`config.mk`:
```
export PLATFORM = sky130hd
export DESIGN_NAME = rxring_writer
export DESIGN_NICKNAME = d
export VERILOG_FILES = /design/src/rtl/rxring_pkg.sv /design/src/rtl/rxring_fsm.sv /design/src/rtl/rxring_irq.sv /design/src/rtl/rxring_dropcnt.sv /design/src/rtl/rxring_writer.sv
export SDC_FILE = /design/constraint.sdc
export NUM_CORES = 1
export LEC_CHECK = 0
export BUFFER_PORTS_ARGS = -buffer_cell sky130_fd_sc_hd__buf_2
export CAP_MARGIN = 30
export CORE_MARGIN = 2
export CORE_UTILIZATION = 40
export CTS_CLUSTER_SIZE = 20
export DETAILED_ROUTE_END_ITERATION = 6
export GPL_ROUTABILITY_DRIVEN = 1
export GPL_TIMING_DRIVEN = 0
export PLACE_DENSITY = 0.58
export REMOVE_ABC_BUFFERS = 1
export SLEW_MARGIN = 20
export SYNTH_ARGS = -nofsm -noshare
export SYNTH_HDL_FRONTEND = slang
export SYNTH_SLANG_ARGS = --single-unit
```
`constraint.sdc`:
```
create_clock -name clk -period 3.3 [get_ports clk]
set_input_delay 0.495 -clock clk [delete_from_list [all_inputs] [get_ports clk]]
set_output_delay 0.495 -clock clk [all_outputs]
set_load 0.005 [all_outputs]
```
`src/rtl/rxring_pkg.sv`:
```
package rxring_pkg;
    localparam int DONE_BIT       = 0;
    localparam int WRAP_BIT       = 1;
    localparam int STAT_MCAST_BIT = 12;
    localparam int STAT_LONG_BIT  = 13;
    localparam int NUM_SRC        = 2;
    localparam int SRC_STORED     = 0;
    localparam int SRC_NOBUF      = 1;

    typedef enum logic [2:0] {
        S_IDLE,
        S_RDWAIT,
        S_CHECK,
        S_RECV,
        S_STATUS,
        S_DONEWR,
        S_DISCARD
    } rx_state_e;
endpackage

```
`src/rtl/rxring_fsm.sv`:
```
module rxring_fsm
    import rxring_pkg::*;
#(
    parameter int AW        = 32,
    parameter int MAX_BYTES = 1536
) (
    input  logic          clk,
    input  logic          rst_n,
    input  logic          rx_en,
    input  logic [AW-1:0] ring_base,
    input  logic          in_valid,
    input  logic [7:0]    in_data,
    input  logic          in_last,
    input  logic          in_mcast,
    output logic          in_ready,
    output logic          mem_rd,
    output logic          mem_wr,
    output logic [AW-1:0] mem_addr,
    output logic [31:0]   mem_wdata,
    input  logic [31:0]   mem_rdata,
    output logic          ev_stored,
    output logic          ev_nobuf
);
    localparam int LEN_W = $clog2(MAX_BYTES + 1);

    typedef struct packed {
        rx_state_e      st;
        logic [AW-1:0]  ptr;
        logic [AW-1:0]  bufa;
        logic [31:0]    word0;
        logic [31:0]    wbuf;
        logic [LEN_W-1:0] len;
        logic           trunc;
        logic           mcast;
        logic           stalled;
        logic           rd;
        logic           wr;
        logic [AW-1:0]  addr;
        logic [31:0]    wdata;
        logic           ev_st;
        logic           ev_nb;
    } fsm_t;

    fsm_t q, d;
    logic [AW-1:0] base_al;

    assign base_al = ring_base & ~AW'(7);

    always_comb begin
        logic [1:0]  idx;
        logic [31:0] wv;
        logic [31:0] stat;
        idx  = q.len[1:0];
        wv   = '0;
        stat = '0;
        d       = q;
        d.rd    = 1'b0;
        d.wr    = 1'b0;
        d.ev_st = 1'b0;
        d.ev_nb = 1'b0;
        case (q.st)
            S_IDLE: begin
                if (!rx_en) begin
                    d.ptr     = base_al;
                    d.stalled = 1'b0;
                    if (in_valid) d.st = S_DISCARD;
                end else if (in_valid) begin
                    if (q.stalled) begin
                        d.ev_nb = 1'b1;
                        d.st    = S_DISCARD;
                    end else begin
                        d.rd   = 1'b1;
                        d.addr = q.ptr;
                        d.st   = S_RDWAIT;
                    end
                end
            end
            S_RDWAIT: d.st = S_CHECK;
            S_CHECK: begin
                if (mem_rdata[DONE_BIT]) begin
                    d.ev_nb   = 1'b1;
                    d.stalled = 1'b1;
                    d.st      = S_DISCARD;
                end else begin
                    d.word0 = mem_rdata;
                    d.bufa  = AW'(mem_rdata & ~32'h3);
                    d.len   = '0;
                    d.trunc = 1'b0;
                    d.mcast = 1'b0;
                    d.st    = S_RECV;
                end
            end
            S_RECV: begin
                if (in_valid) begin
                    if (q.len < LEN_W'(MAX_BYTES)) begin
                        wv = (idx == 2'd0) ? 32'h0 : q.wbuf;
                        wv[{idx, 3'b000} +: 8] = in_data;
                        d.wbuf = wv;
                        if (idx == 2'd3 || in_last) begin
                            d.wr    = 1'b1;
                            d.addr  = q.bufa + (AW'(q.len) & ~AW'(3));
                            d.wdata = wv;
                        end
                        d.len = q.len + 1'b1;
                    end else begin
                        d.trunc = 1'b1;
                    end
                    if (in_last) begin
                        d.mcast = in_mcast;
                        d.st    = S_STATUS;
                    end
                end
            end
            S_STATUS: begin
                stat[LEN_W-1:0]      = q.len;
                stat[STAT_MCAST_BIT] = q.mcast;
                stat[STAT_LONG_BIT]  = q.trunc;
                d.wr    = 1'b1;
                d.addr  = q.ptr + AW'(4);
                d.wdata = stat;
                d.st    = S_DONEWR;
            end
            S_DONEWR: begin
                d.wr    = 1'b1;
                d.addr  = q.ptr;
                d.wdata = q.word0 | (32'h1 << DONE_BIT);
                d.ev_st = 1'b1;
                d.ptr   = q.word0[WRAP_BIT] ? base_al : q.ptr + AW'(8);
                d.st    = S_IDLE;
            end
            S_DISCARD: begin
                if (in_valid && in_last) d.st = S_IDLE;
            end
            default: d.st = S_IDLE;
        endcase
    end

    always_ff @(posedge clk or negedge rst_n) begin
        if (!rst_n) q <= '0;
        else        q <= d;
    end

    assign in_ready  = (q.st == S_RECV) || (q.st == S_DISCARD);
    assign mem_rd    = q.rd;
    assign mem_wr    = q.wr;
    assign mem_addr  = q.addr;
    assign mem_wdata = q.wdata;
    assign ev_stored = q.ev_st;
    assign ev_nobuf  = q.ev_nb;


    single_port_chk: assert property (@(posedge clk) disable iff (!rst_n)
        !(mem_rd && mem_wr));


    aligned_chk: assert property (@(posedge clk) disable iff (!rst_n)
        (mem_rd || mem_wr) |-> (mem_addr[1:0] == 2'b00));


    stall_quiet_chk: assert property (@(posedge clk) disable iff (!rst_n)
        q.stalled |-> (!mem_wr && !mem_rd));


    done_after_status_chk: assert property (@(posedge clk) disable iff (!rst_n)
        ev_stored |-> (mem_wr && $past(mem_wr) && (mem_addr + AW'(4) == $past(mem_addr))));
endmodule

```
`src/rtl/rxring_irq.sv`:
```
module rxring_irq #(
    parameter int N = 2
) (
    input  logic         clk,
    input  logic         rst_n,
    input  logic [N-1:0] ev,
    input  logic         rd,
    input  logic [N-1:0] en_set,
    input  logic [N-1:0] en_clr,
    output logic [N-1:0] isr,
    output logic [N-1:0] ien,
    output logic         irq
);
    typedef struct packed {
        logic [N-1:0] isr;
        logic [N-1:0] ien;
    } irq_t;

    irq_t q, d;
    logic [N-1:0] isr_nx, ien_nx;

    for (genvar i = 0; i < N; i++) begin : g_src
        assign isr_nx[i] = ev[i] | (q.isr[i] & ~rd);
        assign ien_nx[i] = (q.ien[i] | en_set[i]) & ~en_clr[i];
    end

    always_comb begin
        d     = q;
        d.isr = isr_nx;
        d.ien = ien_nx;
    end

    always_ff @(posedge clk or negedge rst_n) begin
        if (!rst_n) q <= '0;
        else        q <= d;
    end

    assign isr = q.isr;
    assign ien = q.ien;
    assign irq = |(q.isr & q.ien);


    read_clear_chk: assert property (@(posedge clk) disable iff (!rst_n)
        (rd && ev == '0) |=> (isr == '0));


    clear_wins_chk: assert property (@(posedge clk) disable iff (!rst_n)
        (en_clr != '0) |=> ((ien & $past(en_clr)) == '0));
endmodule

```
`src/rtl/rxring_dropcnt.sv`:
```
module rxring_dropcnt #(
    parameter int W = 16
) (
    input  logic         clk,
    input  logic         rst_n,
    input  logic         inc,
    output logic [W-1:0] count
);
    typedef struct packed {
        logic [W-1:0] cnt;
    } cnt_t;

    cnt_t q, d;

    always_comb begin
        d = q;
        if (inc && (q.cnt != '1)) d.cnt = q.cnt + 1'b1;
    end

    always_ff @(posedge clk or negedge rst_n) begin
        if (!rst_n) q <= '0;
        else        q <= d;
    end

    assign count = q.cnt;


    no_wrap_chk: assert property (@(posedge clk) disable iff (!rst_n)
        count >= $past(count));
endmodule

```
`src/rtl/rxring_writer.sv`:
```
module rxring_writer
    import rxring_pkg::*;
#(
    parameter int AW        = 32,
    parameter int MAX_BYTES = 1536,
    parameter int CNT_W     = 16
) (
    input  logic             clk,
    input  logic             rst_n,
    input  logic             rx_en,
    input  logic [AW-1:0]    ring_base,
    input  logic             in_valid,
    input  logic [7:0]       in_data,
    input  logic             in_last,
    input  logic             in_mcast,
    output logic             in_ready,
    output logic             mem_rd,
    output logic             mem_wr,
    output logic [AW-1:0]    mem_addr,
    output logic [31:0]      mem_wdata,
    input  logic [31:0]      mem_rdata,
    input  logic             isr_read,
    input  logic [1:0]       ien_set,
    input  logic [1:0]       ien_clr,
    output logic [1:0]       isr_val,
    output logic [1:0]       ien_val,
    output logic             irq,
    output logic [CNT_W-1:0] drop_count
);
    logic ev_stored, ev_nobuf;
    logic [NUM_SRC-1:0] ev_vec;

    assign ev_vec[SRC_STORED] = ev_stored;
    assign ev_vec[SRC_NOBUF]  = ev_nobuf;

    rxring_fsm #(.AW(AW), .MAX_BYTES(MAX_BYTES)) fsm_i (
        .clk       (clk),
        .rst_n     (rst_n),
        .rx_en     (rx_en),
        .ring_base (ring_base),
        .in_valid  (in_valid),
        .in_data   (in_data),
        .in_last   (in_last),
        .in_mcast  (in_mcast),
        .in_ready  (in_ready),
        .mem_rd    (mem_rd),
        .mem_wr    (mem_wr),
        .mem_addr  (mem_addr),
        .mem_wdata (mem_wdata),
        .mem_rdata (mem_rdata),
        .ev_stored (ev_stored),
        .ev_nobuf  (ev_nobuf)
    );

    rxring_irq #(.N(NUM_SRC)) irq_i (
        .clk    (clk),
        .rst_n  (rst_n),
        .ev     (ev_vec),
        .rd     (isr_read),
        .en_set (ien_set),
        .en_clr (ien_clr),
        .isr    (isr_val),
        .ien    (ien_val),
        .irq    (irq)
    );

    rxring_dropcnt #(.W(CNT_W)) cnt_i (
        .clk   (clk),
        .rst_n (rst_n),
        .inc   (ev_nobuf),
        .count (drop_count)
    );
endmodule

```
==> impl_metrics.ini <==
[synth]
ys.flop_type = dfrtp_1
seq_area_frac_synth_pct = 47.25
ys_ff_latch = 196
synth_edf_count = 0
async_reset_ff_share_pct = 100.0
syn_area_um2 = 10380
synth_cell_types = 65
syn_inst = 1089
avgSynthCellArea_um2 = 9.532
ys_warn_count = 0

[global_route]
grt_max_degree = 85
grt_use_met3_pct = 3.122
grt.overflow.total = 0
grt_use_met1_pct = 31.66
grt_busiest_layer = met2
grt_pass1_vias = 8023
grt_pass1_wl_um = 44910
grtUsageTotal_pct = 21.18
antenna_found_initial = 1
use_met2_pct = 32.14

[floorplanning]
coreArea_um2 = 25330
die_w_um = 165.1
boundaryPins = 171
rows = 58
die_area_um2 = 27250
die_h_um = 165.1
start_util_pct = 40.98

[sta]
finalHoldViolations = 0
skew_ns = 0.02495
slew_headroom_pct = 39.63
finalWorstSetupSlack_ns = 0.2852
min_period_ns = 3.015
fin_crit_sh_pct = 91.36
slew_violations = 0
finalSetupViolCount = 0
rsz0062_at_grt = no
fmax_ghz = 0.3317
whs_ns = 0.1973
worst_slew_pin_slew_ns = 0.9006

[clocking]
cts_resized = 0
cts_tree = done
clockBufferDepth = 2
worstSkewPairLatency_ns = 0.45
cts.htree.levels = 4
cts_buffers = 17
root_buffer = clkbuf_16
clock-sinks = 196
path_clk_slew_ns = 0.08

[setup_path]
crit_chain = ha_1, inv_1, fa_1, and2b_1, o2111ai_1, a21oi_1, o21ai_0, or4_1, nand3_1
end_kind = register
cpPeakStageDelay_ns = 0.62
crit_slowest_cell = a21oi_1
start_kind = register
worstPathArrival_ns = 3.39
crit_fanout = 9
critPathKind = reg2reg
worstPathRequired_ns = 3.67

[finish]
nets = 1273
drive_gt1_share_pct = 22.53
postLayoutCoreUtil_pct = 46.69
final_common_cell = dfrtp_1
mostFrequentLayoutCells = dfrtp_1 (196), buf_2 (171), nor2_1 (146)
syn_to_final_growth_pct = 13.92
diodes = 0

[routing]
vias = 8436
wl_per_cell_um = 18.60
routed_via_density = 5.568
routed_wl_um = 28180
drtPass1Iterations = 7
drc_errors = 1
drtIter0Drc = 814
ant_nets = 0

[power]
power_leakage_nw = 5.224
p_per_area_nw_per_um2 = 935.7
p_total_mw = 11.06
ir_drop_mv = 0.4128

[placement]
hpwlAfterDp_um = 20550
io_buffers = 167
dp_slack_ns = 0.3170
gp_congestion = 0.8110

[status]
violations = DRC
status = finished, violations left

[hold_path]
hold_class = in2reg

[flow_run]
maxCapViolCount = 0
==> worst paths after layout <==
path                                 startpoint                   to  slack, ns  cells past startpoint
worst max-delay path                fsm_i.q[73]   fsm_i.mem_addr[18]       0.29                      9
max in group asynchronous                 rst_n   fsm_i.mem_addr[12]       1.65                      4
worst max register to register      fsm_i.q[73]   fsm_i.mem_addr[18]       0.29                      9
worst min-delay path                 ien_clr[1]         irq_i.ien[1]       0.20                      2
min in group asynchronous                 rst_n  fsm_i.mem_wdata[10]       0.54                      2
worst min register to register  fsm_i.ev_stored         irq_i.isr[0]       0.44                      1
==> sequential cells by signal (all words and copies together), names as in the netlist <==
name and flops:
fsm_i.ev_nobuf 1, fsm_i.mem_rd 1, irq_i.ien 2, cnt_i.count 16, fsm_i.mem_addr 31, fsm_i.q 109
fsm_i.ev_stored 1, fsm_i.mem_wdata 32, fsm_i.mem_wr 1, irq_i.isr 2
==> routing by layer <==
layer	up-vias	routed length, um
li1	4049	-
met1	4113	13470
met2	247	12830
met3	25	1471
met4	2	394
met5	-	11
==> cell families (layout without fill, tap and decap cells) <==
family	Yosys count	count (layout)	synth area share, %
and+or+nand+nor	325	325	14.73
AOI/OAI and AO/OA	324	324	20.25
DFF	196	196	47.25
buffers and inverters	145	241	8.004
xor gates and xnor gates	52	52	4.388
muxes	29	29	3.134
adders and majority gates	18	18	2.242
==> power breakdown <==
group | leakage [nW] | switching [mW] | internal, mW
logic | 2.49 | 2.39 | 1.89
registers | 2.42 | 1.10 | 3.44
clock network | 0.311 | 1.12 | 1.12
==> Yosys cell counts, types with 3 or more instances <==
library cell | instances | share of area (%)
nand2_1 | 56 | 2.0
a221o_1 | 11 | 1.1
a22o_1 | 26 | 2.2
a21oi_1 | 126 | 6.1
clkbuf_1 | 37 | 1.3
a22oi_1 | 23 | 1.7
nor4_1 | 9 | 0.54
ha_1 | 17 | 2.0
a21o_1 | 8 | 0.58
inv_1 | 21 | 0.76
a222oi_1 | 12 | 1.2
and4_1 | 4 | 0.34
or4_1 | 3 | 0.22
a31oi_1 | 10 | 0.60
a221oi_1 | 5 | 0.42
or2_2 | 3 | 0.18
a2bb2oi_1 | 4 | 0.34
nand4_1 | 16 | 0.96
nand3_1 | 24 | 1.2
nand2b_1 | 4 | 0.24
dfrtp_1 | 196 | 47
xnor2_1 | 28 | 2.4
o211ai_1 | 10 | 0.72
a41oi_1 | 3 | 0.25
and3_1 | 16 | 0.96
o21a_1 | 5 | 0.36
nor2_1 | 149 | 5.4
xor2_1 | 24 | 2.0
o22ai_1 | 19 | 1.1
o2111ai_1 | 3 | 0.25
a211oi_1 | 4 | 0.29
nor3_1 | 16 | 0.77
buf_2 | 16 | 0.77
and2_1 | 8 | 0.48
o21ai_0 | 41 | 2.0
buf_4 | 67 | 4.8
mux2_2 | 28 | 3.0
or3_1 | 5 | 0.30
==> through the flow <==
step / std cells / cell area [um2] / setup TNS [ns]
finish: 1515 / 11830 / 0
global route: 1515 / 11830 / 0
CTS: 1512 / 11790 / 0
detailed placement: 1479 / 11130 / 0
global placement: 1462 / 10880 / -680.75
floorplan: 965 / 9628 / -100.02
==> cell type report <==
| class | count | area (um2) |
|---|---|---|
| Clock buffer | 17 | 425.4 |
| Clock inverter | 15 | 220.2 |
| Fill cell | 2422 | 13500 |
| Inverter | 21 | 78.83 |
| Multi-Input combinational cell | 748 | 4712 |
| Sequential cell | 196 | 4905 |
| Tap cell | 330 | 412.9 |
| Timing Repair Buffer | 188 | 1071 |
==> timing repair <==
action                                 CTS  global route
hold buffers                             1             0
endpoints found under the hold margin   51             0
setup buffers                            0             0
setup endpoints to repair                0             0
==> worst max-delay path: cells and delay by family, from the launching register on <==
| family | cells | cell delay [ns] |
|---|---|---|
| and+or+nand+nor | 3 | 0.77 |
| adders and majority gates | 2 | 0.63 |
| AOI/OAI and AO/OA | 3 | 1.04 |
| DFF | 1 | 0.44 |
| buffers and inverters | 1 | 0.07 |
Note: power is estimated with default switching activity, not from simulation.
